## src/rtl/irq_pkg.sv

```systemverilog
package irq_pkg;
  typedef enum logic [1:0] {
    REG_ENABLE   = 2'd0,
    REG_FLAG_CLR = 2'd1,
    REG_CTRL     = 2'd2,
    REG_SPARE    = 2'd3
  } reg_sel_e;

  localparam int CTRL_GIE_BIT   = 0;
  localparam int CTRL_RELOC_BIT = 1;
endpackage

```

## src/rtl/irq_src_bank.sv

```systemverilog
module irq_src_bank #(
  parameter int N = 8,
  parameter logic [N-1:0] LEVEL_MASK = '0
) (
  input  logic         clk,
  input  logic         rst_n,
  input  logic [N-1:0] src_i,
  input  logic         en_wr_i,
  input  logic [N-1:0] en_data_i,
  input  logic [N-1:0] clr_i,
  output logic [N-1:0] flag_o,
  output logic [N-1:0] pend_o
);
  logic [N-1:0] en_q;
  logic [N-1:0] flag_q;
  logic [N-1:0] flag_n;

  // Event wins over a clear in the same cycle; level sources keep no flag.
  assign flag_n = ((flag_q & ~clr_i) | src_i) & ~LEVEL_MASK;

  always_ff @(posedge clk) begin
    if (!rst_n) begin
      en_q   <= '0;
      flag_q <= '0;
    end else begin
      flag_q <= flag_n;
      if (en_wr_i) en_q <= en_data_i;
    end
  end

  for (genvar i = 0; i < N; i++) begin : g_src
    if (LEVEL_MASK[i]) begin : g_level
      assign pend_o[i] = en_q[i] & src_i[i];
    end else begin : g_event
      assign pend_o[i] = en_q[i] & flag_q[i];
    end
  end

  assign flag_o = flag_q;
endmodule

```

## src/rtl/irq_prio_sel.sv

```systemverilog
module irq_prio_sel #(
  parameter int N = 8,
  localparam int IDX_W = (N > 1) ? $clog2(N) : 1
) (
  input  logic [N-1:0]     pend_i,
  output logic             any_o,
  output logic [IDX_W-1:0] idx_o,
  output logic [N-1:0]     grant_o
);
  // Lowest set bit isolates the winner.
  assign grant_o = pend_i & ~(pend_i - N'(1));
  assign any_o   = |pend_i;

  always_comb begin
    idx_o = '0;
    for (int i = N - 1; i >= 0; i--) begin
      if (pend_i[i]) idx_o = IDX_W'(i);
    end
  end
endmodule

```

## src/rtl/irq_gate.sv

```systemverilog
module irq_gate (
  input  logic       clk,
  input  logic       rst_n,
  input  logic       ctrl_wr_i,
  input  logic [1:0] ctrl_data_i,
  input  logic       ack_take_i,
  input  logic       reti_i,
  input  logic       instr_ret_i,
  output logic       gie_o,
  output logic       hold_o,
  output logic       reloc_o
);
  logic gie_q, hold_q, reloc_q;

  always_ff @(posedge clk) begin
    if (!rst_n) begin
      gie_q   <= 1'b0;
      hold_q  <= 1'b0;
      reloc_q <= 1'b0;
    end else begin
      if (ack_take_i)     gie_q <= 1'b0;
      else if (reti_i)    gie_q <= 1'b1;
      else if (ctrl_wr_i) gie_q <= ctrl_data_i[irq_pkg::CTRL_GIE_BIT];

      if (ctrl_wr_i) reloc_q <= ctrl_data_i[irq_pkg::CTRL_RELOC_BIT];

      if (reti_i)           hold_q <= 1'b1;
      else if (instr_ret_i) hold_q <= 1'b0;
    end
  end

  assign gie_o   = gie_q;
  assign hold_o  = hold_q;
  assign reloc_o = reloc_q;
endmodule

```

## src/rtl/irq_arbiter.sv

```systemverilog
module irq_arbiter #(
  parameter int N = 8,
  parameter int ADDR_W = 16,
  parameter int VEC_STRIDE = 2,
  parameter logic [ADDR_W-1:0] BOOT_BASE = 16'h3800,
  parameter logic [N-1:0] LEVEL_MASK = 8'b0001_0000
) (
  input  logic              clk,
  input  logic              rst_n,
  input  logic [N-1:0]      src_i,
  input  logic              wr_en_i,
  input  logic [1:0]        wr_addr_i,
  input  logic [N-1:0]      wr_data_i,
  input  logic              instr_ret_i,
  input  logic              ack_i,
  input  logic              reti_i,
  output logic              irq_o,
  output logic [ADDR_W-1:0] vec_o
);
  import irq_pkg::*;
  localparam int IDX_W = (N > 1) ? $clog2(N) : 1;

  logic             en_wr, w1c_wr, ctrl_wr, kill_now, ack_take;
  logic             any_pend, gie, hold, reloc;
  logic [N-1:0]     pend_w, flag_w, grant_w, clr_vec;
  logic [IDX_W-1:0] idx_w;
  logic [ADDR_W-1:0] base_w, slot_w;

  assign en_wr   = wr_en_i && (wr_addr_i == REG_ENABLE);
  assign w1c_wr  = wr_en_i && (wr_addr_i == REG_FLAG_CLR);
  assign ctrl_wr = wr_en_i && (wr_addr_i == REG_CTRL);

  // A disabling control write blocks the request in its own cycle.
  assign kill_now = ctrl_wr && !wr_data_i[CTRL_GIE_BIT];
  assign irq_o    = any_pend && gie && !hold && !kill_now;
  assign ack_take = ack_i && irq_o;

  assign clr_vec = (w1c_wr ? wr_data_i : '0) | (ack_take ? grant_w : '0);

  irq_src_bank #(.N(N), .LEVEL_MASK(LEVEL_MASK)) u_bank (
    .clk(clk), .rst_n(rst_n), .src_i(src_i),
    .en_wr_i(en_wr), .en_data_i(wr_data_i), .clr_i(clr_vec),
    .flag_o(flag_w), .pend_o(pend_w)
  );

  irq_prio_sel #(.N(N)) u_sel (
    .pend_i(pend_w), .any_o(any_pend), .idx_o(idx_w), .grant_o(grant_w)
  );

  irq_gate u_gate (
    .clk(clk), .rst_n(rst_n), .ctrl_wr_i(ctrl_wr), .ctrl_data_i(wr_data_i[1:0]),
    .ack_take_i(ack_take), .reti_i(reti_i), .instr_ret_i(instr_ret_i),
    .gie_o(gie), .hold_o(hold), .reloc_o(reloc)
  );

  assign base_w = reloc ? BOOT_BASE : '0;
  assign slot_w = ADDR_W'(idx_w) + ADDR_W'(1);
  assign vec_o  = base_w + slot_w * ADDR_W'(VEC_STRIDE);
endmodule

```

## config.mk

```make
export PLATFORM = sky130hd
export DESIGN_NAME = irq_arbiter
export DESIGN_NICKNAME = d
export VERILOG_FILES = /design/src/rtl/irq_pkg.sv /design/src/rtl/irq_src_bank.sv /design/src/rtl/irq_prio_sel.sv /design/src/rtl/irq_gate.sv /design/src/rtl/irq_arbiter.sv
export SDC_FILE = /design/constraint.sdc
export NUM_CORES = 1
export LEC_CHECK = 0
export BUFFER_PORTS_ARGS = -buffer_cell sky130_fd_sc_hd__buf_2
export CORE_ASPECT_RATIO = 1.5
export CORE_UTILIZATION = 45
export DETAILED_ROUTE_END_ITERATION = 10
export GPL_TIMING_DRIVEN = 1
export PLACE_DENSITY_LB_ADDON = 0.12
export SYNTH_ARGS = -nofsm -noshare
export SYNTH_HDL_FRONTEND = slang
export SYNTH_HIERARCHICAL = 1
export SYNTH_SLANG_ARGS = --single-unit
```

## constraint.sdc

```tcl
create_clock -name clk -period 5.9 [get_ports clk]
set_input_delay 1.77 -clock clk [delete_from_list [all_inputs] [get_ports clk]]
set_output_delay 1.77 -clock clk [all_outputs]
set_load 0.02 [all_outputs]
```

======== Word-level counts from Yosys, hierarchy flattened ========
Cells that the tools add are included.
word-level totals
  flip-flop bits (word level) ............. 19
  output and inout port bits .............. 17
  bits of input ports ..................... 24
operators by class
  equality and inequality tests ........... 2
  bitwise operators ....................... 15
  mux-type cells .......................... 15
  $add $sub $neg .......................... 3
  reduce and logical (&&, ||, !) cells .... 16
operators by type and width
  cell                   count
  $mux W3                8
  $and A8 B8 Y8          2
  $mux W8                2
  $not A8 Y8             2
  $or A8 B8 Y8           2
  $add A14 B5 Y15        1
  $mux W14               1
  $and A1 B1 Y1          8
  $logic_and A1 B1 Y1    8
  $reduce_or A8 Y1       1
  $sub A8 B1 Y8 const B  1
  $add A3 B1 Y4 const B  1
  $mux W1                4
  $reduce_bool A2 Y1     2
  $logic_not A1 Y1       3
  $eq A2 B1 Y1 const B   1
  $eq A2 B2 Y1 const B   1
  $logic_not A2 Y1       1
  $reduce_or A2 Y1       1
  $not A1 Y1             1

======== Longest topological paths before layout ========
  depth after elaboration ................. 11
  depth in mapped cells ................... 8
  mapped depth without buffers ............ 8

======== Hierarchy ========
The synthesis kept the hierarchy.
by module, submodules not included
  module        instances  cells an instance  area an instance (um^2)  sequential area each (um^2)
  irq_src_bank  1          57                 606.8                    300.3
  irq_arbiter   1          50                 324.1                    0.0
  irq_prio_sel  1          23                 138.9                    0.0
  irq_gate      1          11                 115.1                    60.1

======== Least setup slack after synthesis ========
No wires, ideal clock.
  path kind ............................... in2out
  start ................................... input port src_i[4]
  end ..................................... output port vec_o[3]
  cell stages on the path ................. 6
  data arrival time ....................... 2.978 ns
  required time ........................... 4.130 ns
  path slack .............................. 1.152 ns
  path through ............................ and2_1 > nor2_1 > o21ai_0 > a211oi_1 > ha_1 > xor2_1
between the ends
  word-level cells in the longest chain between the ends .. 8
ends and longest elaborated chain
  element                line                RTL
  from (decl)            irq_arbiter.sv:10   input logic [N-1:0] src_i,
  $and A1 B1 Y1          irq_src_bank.sv:33  assign pend_o[i] = en_q[i] & src_i[i];
  $mux W3 (5 in series)  irq_prio_sel.sv:17  if (pend_i[i]) idx_o = IDX_W'(i);
  named net idx_w[1]     irq_arbiter.sv:26   logic [IDX_W-1:0] idx_w;
  $add A3 B1 Y4          irq_arbiter.sv:57   assign slot_w = ADDR_W'(idx_w) + ADDR_W'(1);
  $add A14 B5 Y15        irq_arbiter.sv:58   assign vec_o = base_w + slot_w * ADDR_W'(VEC_STRIDE);
  to (decl)              irq_arbiter.sv:18   output logic [ADDR_W-1:0] vec_o
The timed path passes the listed nets, and every way through them passes these cells.

======== Worst setup path after layout ========
  start ................................... input port src_i[4]
  end ..................................... output port vec_o[3]
between the ends
  word-level cells in the longest chain between the ends .. 8
ends and longest elaborated chain
  element                line                RTL
  $and A1 B1 Y1          irq_src_bank.sv:33
  named net pend_w[4]    irq_arbiter.sv:25   logic [N-1:0] pend_w, flag_w, grant_w, clr_vec;
  $mux W3 (5 in series)  irq_prio_sel.sv:17
  named net idx_w[1]     irq_arbiter.sv:26
  $add A3 B1 Y4          irq_arbiter.sv:57
  $add A14 B5 Y15        irq_arbiter.sv:58
The timed path passes the listed nets, and every way through them passes these cells.

==> flow_metrics.env <==
export IMPL_critPathRequiredTime_ns=4.13
export IMPL_crit_path_start_kind="input pin"
export IMPL_cp_data_arrival_time_ns=3.11
export IMPL_avgRoutedWirePerCell_um=11.3
export IMPL_overflow=0
export IMPL_cp_end_kind="primary output"
export IMPL_reg2regPathDepth=8
export IMPL_hold_viol=0
export IMPL_min_path_type="flip-flop to flip-flop"
export IMPL_yosys_warnings=6
export IMPL_grt_pass1_wl_um=3520
export IMPL_power_uw=252
export IMPL_worst_path_max_fanout=4
export IMPL_tightestPinTransition_ns=0.948
export IMPL_cts_sinks=18
export IMPL_ir_worst_vdd_mv=0.127
export IMPL_r2r_slack_ns=3.79
export IMPL_core_area_um2=2450
export IMPL_layout_commonest_cell="buf_2"
export IMPL_io_pins=41
export IMPL_setup_violations=0
export IMPL_gr_usage_all_layers_pct=16.7
export IMPL_cts_buffer_depth=2
export IMPL_cts_root_buf="clkbuf_4"
export IMPL_rsz0062_at_grt="no"
export IMPL_layout_filler_cells=242
export IMPL_slowest_delay_ns=0.29
export IMPL_whs_path_depth=2
export IMPL_clk_latency_ns=0.29
export IMPL_synth_avg_cell_area_um2=8.55
export IMPL_cts_setup_buffers=0
export IMPL_layout_common_cells="buf_2, nor2b_1, dfxtp_1"
export IMPL_firstDrtPassIters=7
export IMPL_grt_pass1_vias=873
export IMPL_grt_start_max_net_pins=19
export IMPL_setup_tns_ns=0
export IMPL_die_x_um=43.3
export IMPL_antenna_found_initial=0
export IMPL_syn_cell_area_um2=1150
export IMPL_place_gp_congestion=0.824
export IMPL_die_h_um=64.0
export IMPL_port_buffer_count=31
export IMPL_min_period_ns=4.88
export IMPL_critPathKind="input pin to primary output"
export IMPL_cts_htree_levels=1
export IMPL_layout_drive_gt1_share_pct=23.3
export IMPL_start_util_pct=47.1
export IMPL_relSlewSlack_pct=36.7
export IMPL_n_antenna_cell=0
export IMPL_drc=8
export IMPL_cts_resized=0
export IMPL_antenna_left=0
export IMPL_vias=927
export IMPL_seq_area_um2=360
export IMPL_r2r_start="u_bank/flag_o[1]"
export IMPL_status="finished, violations left"
export IMPL_tritoncts="built"
export IMPL_drt_total_wl_um=2110
export IMPL_violations="design-rule violations"
export IMPL_worstHoldStart="u_gate/hold_o"
export IMPL_p_per_area_nw_per_um2=196
export IMPL_die_area_um2=2770
export IMPL_area_delta_synth_final_pct=11.4
export IMPL_skew_ns=0.000812
export IMPL_postCtsHoldBufs=0
export IMPL_cp_slowest_cell="a211oi_1"
export IMPL_period_share_pct=82.7
export IMPL_r2r_end="u_bank/flag_o[1]"
export IMPL_p_leak_nw=0.592
export IMPL_layout_nets=189
export IMPL_max_freq_ghz=0.205
export IMPL_placementRows=22
export IMPL_hpwl_um=1690
export IMPL_crit_top_cell="buf_2"
export IMPL_timing_max_cap_violations=0
export IMPL_drv_slew=0
export IMPL_cts_buffers=3
export IMPL_routed_via_density=4.96
export IMPL_min_to="u_gate/hold_o"
export IMPL_clkTransAtPathRegs_ns=0.10
export IMPL_critical_path_cell_chain="buf_2 > and2_1 > nor2_1 > o21ai_0 > a211oi_1 > ha_1 > xor2_1 > buf_2"
export IMPL_drtIter0Drc=17
export IMPL_syn_inst=135
export IMPL_multiInputGateArea_um2=632
layout make-up:
| cell class | instances | share of cell area [%] |
|---|---|---|
| Inverter | 17 | 4.97 |
| Sequential cell | 18 | 28.0 |
| Multi-Input combinational cell | 92 | 49.2 |
| Tap cell | 24 | 2.34 |
| Clock buffer | 4 | 2.82 |
| Timing Repair Buffer | 32 | 12.7 |
sequential cells by signal (all words and copies together) (netlist names):
register,flops
u_gate/hold_o,1
u_gate/reloc_o,1
u_bank/flag_o,7
u_gate/gie_o,1
u_bank/en_q,8
metal layers:
metal / global-route usage [%] / part of all wire (%)
met5: 0 / 0
met4: 10.5 / 1.1
met3: 1.98 / 4.1
met2: 29.0 / 51
met1: 18.6 / 44
power by group:
group	internal (mW)	switching (mW)
Sequential	0.128	0.00266
Clock	0.0376	0.0373
Combinational	0.0206	0.0258
how the worst max path moves through the flow:
| stage | startpoint | to | depth (start not counted) |
|---|---|---|---|
| 3_3_place_gp | src_i[4] | vec_o[3] | 8 |
| 5_1_grt | src_i[4] | vec_o[3] | 8 |
| 4_1_cts | src_i[4] | vec_o[3] | 8 |
| 3_5_place_dp | src_i[4] | vec_o[3] | 8 |
| 2_1_floorplan | src_i[4] | vec_o[3] | 6 |
| 6_report | src_i[4] | vec_o[3] | 8 |
stage by stage:
stage / util [%] / setup WS [ns] / area (um2) / hold WS (ns) / std cells
after floorplan: - / 1.15 / 1180 / 0.464 / 143
after global placement: 51.0 / 1.07 / 1250 / 0.489 / 183
after CTS: 52.5 / 1.01 / 1280 / 0.509 / 187
final: 52.5 / 1.02 / 1280 / 0.503 / 187
after global routing: 52.5 / 0.919 / 1280 / 0.533 / 187
after detailed placement: 51.0 / 1.01 / 1250 / 0.491 / 183
critical path, delay by kind of cell:
kind,cells,cell delay (ns)
buffers and inverters,2,0.27
AOI/OAI and AO/OA,2,0.39
adders and majority gates,1,0.22
xor gates and xnor gates,1,0.13
and+or+nand+nor,2,0.34
Note: power is estimated with default switching activity, not from simulation.
